$ cat config.mk
export PLATFORM = sky130hd
export DESIGN_NAME = adc_serial_host
export DESIGN_NICKNAME = d
export VERILOG_FILES = /design/src/rtl/adc_host_pkg.sv /design/src/rtl/adc_sclk_gen.sv /design/src/rtl/adc_rx_capture.sv /design/src/rtl/adc_pwr_track.sv /design/src/rtl/adc_serial_host.sv
export SDC_FILE = /design/constraint.sdc
export NUM_CORES = 1
export LEC_CHECK = 0
export BUFFER_PORTS_ARGS = -buffer_cell sky130_fd_sc_hd__buf_4
export CAP_MARGIN = 20
export CORE_MARGIN = 1.5
export CORE_UTILIZATION = 52
export DETAILED_ROUTE_END_ITERATION = 16
export PLACE_DENSITY = 0.73
export SLEW_MARGIN = 0
export SYNTH_ARGS = -nofsm -noshare
export SYNTH_HDL_FRONTEND = slang
export SYNTH_SLANG_ARGS = --single-unit
$ cat constraint.sdc
create_clock -name clk -period 4.5 [get_ports clk]
set_input_delay 0.675 -clock clk [delete_from_list [all_inputs] [get_ports clk]]
set_output_delay 0.675 -clock clk [all_outputs]
set_load 0.01 [all_outputs]
$ cat src/rtl/adc_host_pkg.sv
package adc_host_pkg;
  typedef enum logic [1:0] {
    OP_CONV = 2'd0,
    OP_PPD  = 2'd1,
    OP_FPD  = 2'd2,
    OP_WAKE = 2'd3
  } op_e;

  typedef enum logic [1:0] {
    PS_NORM = 2'd0,
    PS_PART = 2'd1,
    PS_FULL = 2'd2
  } pstate_e;

  typedef enum logic [1:0] {
    ST_IDLE  = 2'd0,
    ST_FRAME = 2'd1,
    ST_GAP   = 2'd2
  } seq_e;
endpackage

$ cat src/rtl/adc_sclk_gen.sv
module adc_sclk_gen #(
  parameter int DIV_W = 8
) (
  input  logic             clk,
  input  logic             rst,
  input  logic             run,
  input  logic [DIV_W-1:0] half,
  output logic             sclk,
  output logic             rise,
  output logic             fall
);
  logic [DIV_W-1:0] cnt;
  logic [DIV_W-1:0] lim;
  logic             tick;

  assign lim  = (half == '0) ? '0 : half - 1'b1;
  assign tick = run && (cnt == lim);
  assign rise = tick && !sclk;
  assign fall = tick && sclk;

  always_ff @(posedge clk) begin
    if (rst || !run) begin
      cnt  <= '0;
      sclk <= 1'b0;
    end else if (tick) begin
      cnt  <= '0;
      sclk <= ~sclk;
    end else begin
      cnt  <= cnt + 1'b1;
    end
  end

  // clock parks low once the frame stops
  p_sclk_park_r9: assert property (@(posedge clk) disable iff (rst)
    !run |=> !sclk);
endmodule

$ cat src/rtl/adc_rx_capture.sv
module adc_rx_capture #(
  parameter int RES_BITS = 10,
  parameter int OUT_W    = 16
) (
  input  logic             clk,
  input  logic             rst,
  input  logic             run,
  input  logic             rise,
  input  logic             sdata,
  input  logic             cap_en,
  input  logic             bip,
  input  logic             frame_end,
  output logic [OUT_W-1:0] result,
  output logic             valid
);
  localparam int RC_W = $clog2(RES_BITS + 1);
  localparam logic [RC_W-1:0] RC_LAST = RC_W'(RES_BITS);
  localparam int EXT_W = OUT_W - RES_BITS;

  logic [RES_BITS-1:0] sh;
  logic [RC_W-1:0]     rcnt;

  always_ff @(posedge clk) begin
    if (rst) begin
      sh     <= '0;
      rcnt   <= '0;
      result <= '0;
      valid  <= 1'b0;
    end else begin
      valid <= 1'b0;
      if (!run) begin
        rcnt <= '0;
      end else if (rise && rcnt < RC_LAST) begin
        sh   <= {sh[RES_BITS-2:0], sdata};
        rcnt <= rcnt + 1'b1;
      end
      if (frame_end && cap_en) begin
        valid <= 1'b1;
        if (bip) result <= {{EXT_W{sh[RES_BITS-1]}}, sh};
        else     result <= {{EXT_W{1'b0}}, sh};
      end
    end
  end

  // trailing bits leave the captured word untouched
  p_tail_ignored_r3: assert property (@(posedge clk) disable iff (rst)
    (run && rise && rcnt == RC_LAST) |=> $stable(sh));
  // a result only follows a capturing frame
  p_valid_capture_r5: assert property (@(posedge clk) disable iff (rst)
    valid |-> $past(cap_en));
endmodule

$ cat src/rtl/adc_pwr_track.sv
module adc_pwr_track
  import adc_host_pkg::*;
(
  input  logic    clk,
  input  logic    rst,
  input  logic    end_evt,
  input  logic    is_pd,
  input  logic    is_wake,
  output pstate_e state
);
  always_ff @(posedge clk) begin
    if (rst) begin
      state <= PS_NORM;
    end else if (end_evt) begin
      if (is_wake) begin
        state <= PS_NORM;
      end else if (is_pd) begin
        case (state)
          PS_NORM: state <= PS_PART;
          default: state <= PS_FULL;
        endcase
      end
    end
  end

  // a wake frame always returns to normal
  p_wake_norm_r7: assert property (@(posedge clk) disable iff (rst)
    (end_evt && is_wake) |=> state == PS_NORM);
  // a short frame from partial goes to full
  p_pd_deeper_r11: assert property (@(posedge clk) disable iff (rst)
    (end_evt && is_pd && state == PS_PART) |=> state == PS_FULL);
endmodule

$ cat src/rtl/adc_serial_host.sv
module adc_serial_host
  import adc_host_pkg::*;
#(
  parameter int DIV_W     = 8,
  parameter int RES_BITS  = 10,
  parameter int OUT_W     = 16,
  parameter int CONV_CLKS = 16,
  parameter int PD_CLKS   = 8,
  parameter int WAKE_CLKS = 16,
  parameter int GAP_CYC   = 4
) (
  input  logic             clk,
  input  logic             rst,
  input  logic [DIV_W-1:0] clk_half,
  input  logic             bipolar,
  input  logic             cmd_valid,
  input  logic [1:0]       cmd_op,
  input  logic             adc_sdata,
  output logic             adc_cnvst,
  output logic             adc_sclk,
  output logic             busy,
  output logic             done,
  output logic             res_valid,
  output logic [OUT_W-1:0] result,
  output logic [1:0]       pwr_state,
  output logic             cmd_reject
);
  localparam int MAX_A = (CONV_CLKS > WAKE_CLKS) ? CONV_CLKS : WAKE_CLKS;
  localparam int MAX_L = (MAX_A > PD_CLKS) ? MAX_A : PD_CLKS;
  localparam int CNT_W = $clog2(MAX_L + 1);
  localparam int GAP_W = $clog2(GAP_CYC + 1);
  localparam logic [GAP_W-1:0] GAP_LAST = GAP_W'(GAP_CYC - 1);

  function automatic logic [CNT_W-1:0] len_of(input op_e o);
    case (o)
      OP_CONV: return CNT_W'(CONV_CLKS);
      OP_WAKE: return CNT_W'(WAKE_CLKS);
      default: return CNT_W'(PD_CLKS);
    endcase
  endfunction

  seq_e             st;
  op_e              op_q;
  op_e              op_in;
  logic             bip_q;
  logic             second_pending;
  logic [CNT_W-1:0] fall_cnt;
  logic [CNT_W-1:0] frame_len;
  logic [GAP_W-1:0] gap_cnt;
  logic             run;
  logic             sclk_rise;
  logic             sclk_fall;
  logic             frame_end;
  logic             rej_now;
  logic             accept;
  pstate_e          ps;

  assign op_in     = op_e'(cmd_op);
  assign run       = (st == ST_FRAME);
  assign rej_now   = cmd_valid && st == ST_IDLE && op_in == OP_CONV && ps != PS_NORM;
  assign accept    = cmd_valid && st == ST_IDLE && !rej_now;
  assign frame_end = run && sclk_fall && (fall_cnt == frame_len - 1'b1);
  assign pwr_state = ps;

  adc_sclk_gen #(.DIV_W(DIV_W)) u_sclk (
    .clk  (clk),
    .rst  (rst),
    .run  (run),
    .half (clk_half),
    .sclk (adc_sclk),
    .rise (sclk_rise),
    .fall (sclk_fall)
  );

  adc_rx_capture #(.RES_BITS(RES_BITS), .OUT_W(OUT_W)) u_rx (
    .clk       (clk),
    .rst       (rst),
    .run       (run),
    .rise      (sclk_rise),
    .sdata     (adc_sdata),
    .cap_en    (op_q == OP_CONV),
    .bip       (bip_q),
    .frame_end (frame_end),
    .result    (result),
    .valid     (res_valid)
  );

  adc_pwr_track u_pwr (
    .clk     (clk),
    .rst     (rst),
    .end_evt (frame_end),
    .is_pd   (op_q == OP_PPD || op_q == OP_FPD),
    .is_wake (op_q == OP_WAKE),
    .state   (ps)
  );

  always_ff @(posedge clk) begin
    if (rst) begin
      st             <= ST_IDLE;
      op_q           <= OP_CONV;
      bip_q          <= 1'b0;
      second_pending <= 1'b0;
      fall_cnt       <= '0;
      frame_len      <= '0;
      gap_cnt        <= '0;
      adc_cnvst      <= 1'b1;
      busy           <= 1'b0;
      done           <= 1'b0;
      cmd_reject     <= 1'b0;
    end else begin
      done       <= 1'b0;
      cmd_reject <= rej_now;
      case (st)
        ST_IDLE: begin
          if (accept) begin
            st             <= ST_FRAME;
            op_q           <= op_in;
            bip_q          <= bipolar;
            frame_len      <= len_of(op_in);
            second_pending <= (op_in == OP_FPD);
            fall_cnt       <= '0;
            adc_cnvst      <= 1'b0;
            busy           <= 1'b1;
          end
        end
        ST_FRAME: begin
          if (sclk_fall) fall_cnt <= fall_cnt + 1'b1;
          if (frame_end) begin
            adc_cnvst <= 1'b1;
            fall_cnt  <= '0;
            if (second_pending) begin
              st             <= ST_GAP;
              gap_cnt        <= '0;
              second_pending <= 1'b0;
            end else begin
              st   <= ST_IDLE;
              busy <= 1'b0;
              done <= 1'b1;
            end
          end
        end
        ST_GAP: begin
          gap_cnt <= gap_cnt + 1'b1;
          if (gap_cnt == GAP_LAST) begin
            st        <= ST_FRAME;
            adc_cnvst <= 1'b0;
          end
        end
        default: st <= ST_IDLE;
      endcase
    end
  end

  // done is a single-cycle pulse
  p_done_pulse_r10: assert property (@(posedge clk) disable iff (rst)
    done |=> !done);
  // a result is only presented at the end of a command
  p_valid_done_r3: assert property (@(posedge clk) disable iff (rst)
    res_valid |-> done);
  // refusals only happen while asleep and start nothing
  p_reject_asleep_r8: assert property (@(posedge clk) disable iff (rst)
    cmd_reject |-> (ps != PS_NORM && !busy));
  // the start line is never high with the clock high
  p_cnvst_sclk_r2: assert property (@(posedge clk) disable iff (rst)
    adc_cnvst |-> !adc_sclk);
endmodule

==> impl_metrics.ini <==
[worst_setup_path]
crit_type = input port to flip-flop
crit_path_end_kind = flip-flop
critPathArrivalTime_ns = 3.51
cp.required_ns = 4.72
critPathMaxFanout = 13
start_kind = input port

[global_route]
grt_pass1_wl_um = 9360
grt_pass1_vias = 2092
gr-total-overflow = 0
grt_max_degree = 47
grt_usage = 0.221
grt_antenna_before_repair = 0

[logic_synthesis]
synthTopCellsByCount = 57 x dfxtp_1, 42 x nor2_1, 30 x a21oi_1
synth_ff_type = dfxtp_1
synth_edf_count = 0
yosysSeqAreaShare = 0.415
yosysWarnings = 0
ys_ff_latch = 57
synth.area.top_cells = dfxtp_1 42%, nor2_1 5.7%, a21oi_1 5.5%
syn_nets = 343
netlist_instances = 320
netlist_area_mm2 = 0.00275
yosysMostFrequentCell = dfxtp_1
async_reset_ff_frac = 0
post-synth-top-area-cell = dfxtp_1
yosysUniqueCellTypes = 52
yosysTopAreaCellShare = 0.415
avgSynthCellArea_um2 = 8.59

[power_and_ir_drop]
vdd_ir_drop_max_mv = 0.210
p_leak_nw = 1.33
pwr_density_cell_mw_per_mm2 = 349

[sta]
fin_crit_sh = 0.730
period_needed_ns = 3.28
fmax_mhz = 305
worst_slew_pin_slew_ns = 0.624
hold_violations = 0
relSlewSlack = 0.580
setup_viol_count_final = 0
tns_ns = 0
grt_setup_unrepaired = no
slew_violations = 0
skew_ns = 0.0126

[floorplanning]
die_h_um = 75.7
core-area_mm2 = 0.00511
start_util = 0.538
dieWidth_um = 75.7
io_pins = 39
die_area_mm2 = 0.00573
rows = 26

[route]
drt_wl_total_um = 5740
drt_pre_antenna_iters = 5
final_antenna_net_count = 0
vias_per_cell = 5.53
vias = 2373
drt-wirelength-per-cell_um = 13.4
first_iter_violations = 120
drc_errors = 0

[final_layout]
nFillCells = 453
multiInputGateArea_mm2 = 0.00150
drive_gt1_frac = 0.187
syn2layout_area_growth_pct = 19.4
nets = 377
seqCellArea_mm2 = 0.00114
utilization = 0.642
diodes = 0

[status]
status = complete, no violations

[cts]
cts_buffers = 9
clock-sinks = 57
htree_levels = 3
cts_tree = done
postCtsSetupRepairBufs = 0
clockBufferDepth = 2
cts_hold_buffers = 0
clockRootBuffer = clkbuf_8
clk_pin_slew_worst_paths_ns = 0.08
clk_latency_ns = 0.34
cts_resized = 0

[place]
place.gp.congestion = 0.853
numPortBuffers = 38
place_hpwl_um = 3990

[flow_run]
max_cap_violations = 0

[worst_hold_path]
hold_path.class = flip-flop to flip-flop
==> state kept, by name, indices dropped and copies added, names as in the netlist <==
name / cells
u_rx.rcnt: 4
fall_cnt: 5
done: 1
gap_cnt: 3
adc_cnvst: 1
busy: 1
u_pwr.state: 2
u_rx.valid: 1
frame_len: 2
bip_q: 1
u_sclk.cnt: 8
u_rx.sh: 10
second_pending: 1
op_q: 2
u_sclk.sclk: 1
cmd_reject: 1
st: 2
u_rx.result: 11
==> where the power goes <==
group / internal [mW] / switching (mW) / total (mW)
Clock: 0.317 / 0.226 / 0.543
Sequential: 0.511 / 0.00678 / 0.518
Combinational: 0.0342 / 0.0506 / 0.0848
==> kinds of logic after synthesis <==
family	count (synthesis)	share of synthesized area
buf+inv	24	0.0428
mux	13	0.0474
xor+xnor	14	0.0446
flops	57	0.415
compound gates	66	0.150
simple gates	138	0.264
fa+ha+maj	8	0.0364
==> cell usage in the layout, fill, tap and decap left out, drive strengths merged, types with 3 or more instances in the layout <==
cell type and count:
buf 41, nand2 28, mux2i 13, ha 8
nor2 42, clkbuf 9, xor2 10, a21oi 31
xnor2 4, nor4 4, nand4bb 3, nor3 7
o21ai 12, inv 8, nand2b 6, dfxtp 57
nand3b 4, a211oi 3, and3 7, nand3 20
nor2b 6
==> worst max-delay path: stages <==
cell	delay (ns)
buf_4	0.13
inv_1	0.05
ha_1	0.22
or4b_4	0.51
o22ai_2	0.18
xor2_1	0.19
o2111ai_2	0.22
nor4_4	0.49
nand3b_2	0.46
mux2i_1	0.31
nor2_1	0.06
==> routing by layer <==
layer | global-route usage | up-vias | share of wire
met4 | 0.103 | 0 | 0.0098
li1 | - | 1199 | -
met5 | 0 | - | 0
met1 | 0.274 | 1105 | 0.48
met2 | 0.345 | 64 | 0.46
met3 | 0.0767 | 5 | 0.052
==> per-stage QoR <==
stage,std cells,power (mW),instance area [um2],setup slack (ns),hold WS [ns]
after floorplan,320,0.584,2750,1.38,0.434
after global placement,413,0.612,3050,0.998,0.441
after detailed placement,413,0.614,3050,0.872,0.445
after CTS,429,1.16,3280,1.22,0.456
after global routing,429,1.19,3280,0.933,0.470
final,429,1.15,3280,1.22,0.452
==> worst paths after layout <==
kind | start | to | slack (ns) | cells past startpoint
max reg2reg | st[0] | u_rx.sh[3] | 1.87 | 8
min reg2reg | u_rx.result[3] | u_rx.result[3] | 0.45 | 2
max | clk_half[0] | u_rx.sh[3] | 1.22 | 11
min | u_rx.result[3] | u_rx.result[3] | 0.45 | 2
==> cell type report <==
class                      instances  area share
clock buffer                       9      0.0378
clock inverter                     7      0.0313
sequential                        57       0.348
multi-input combinational        239       0.456
inverter                           6     0.00686
timing repair buffer              41      0.0938
tap                               70      0.0267
No activity file was read; power rests on OpenSTA's default activity.
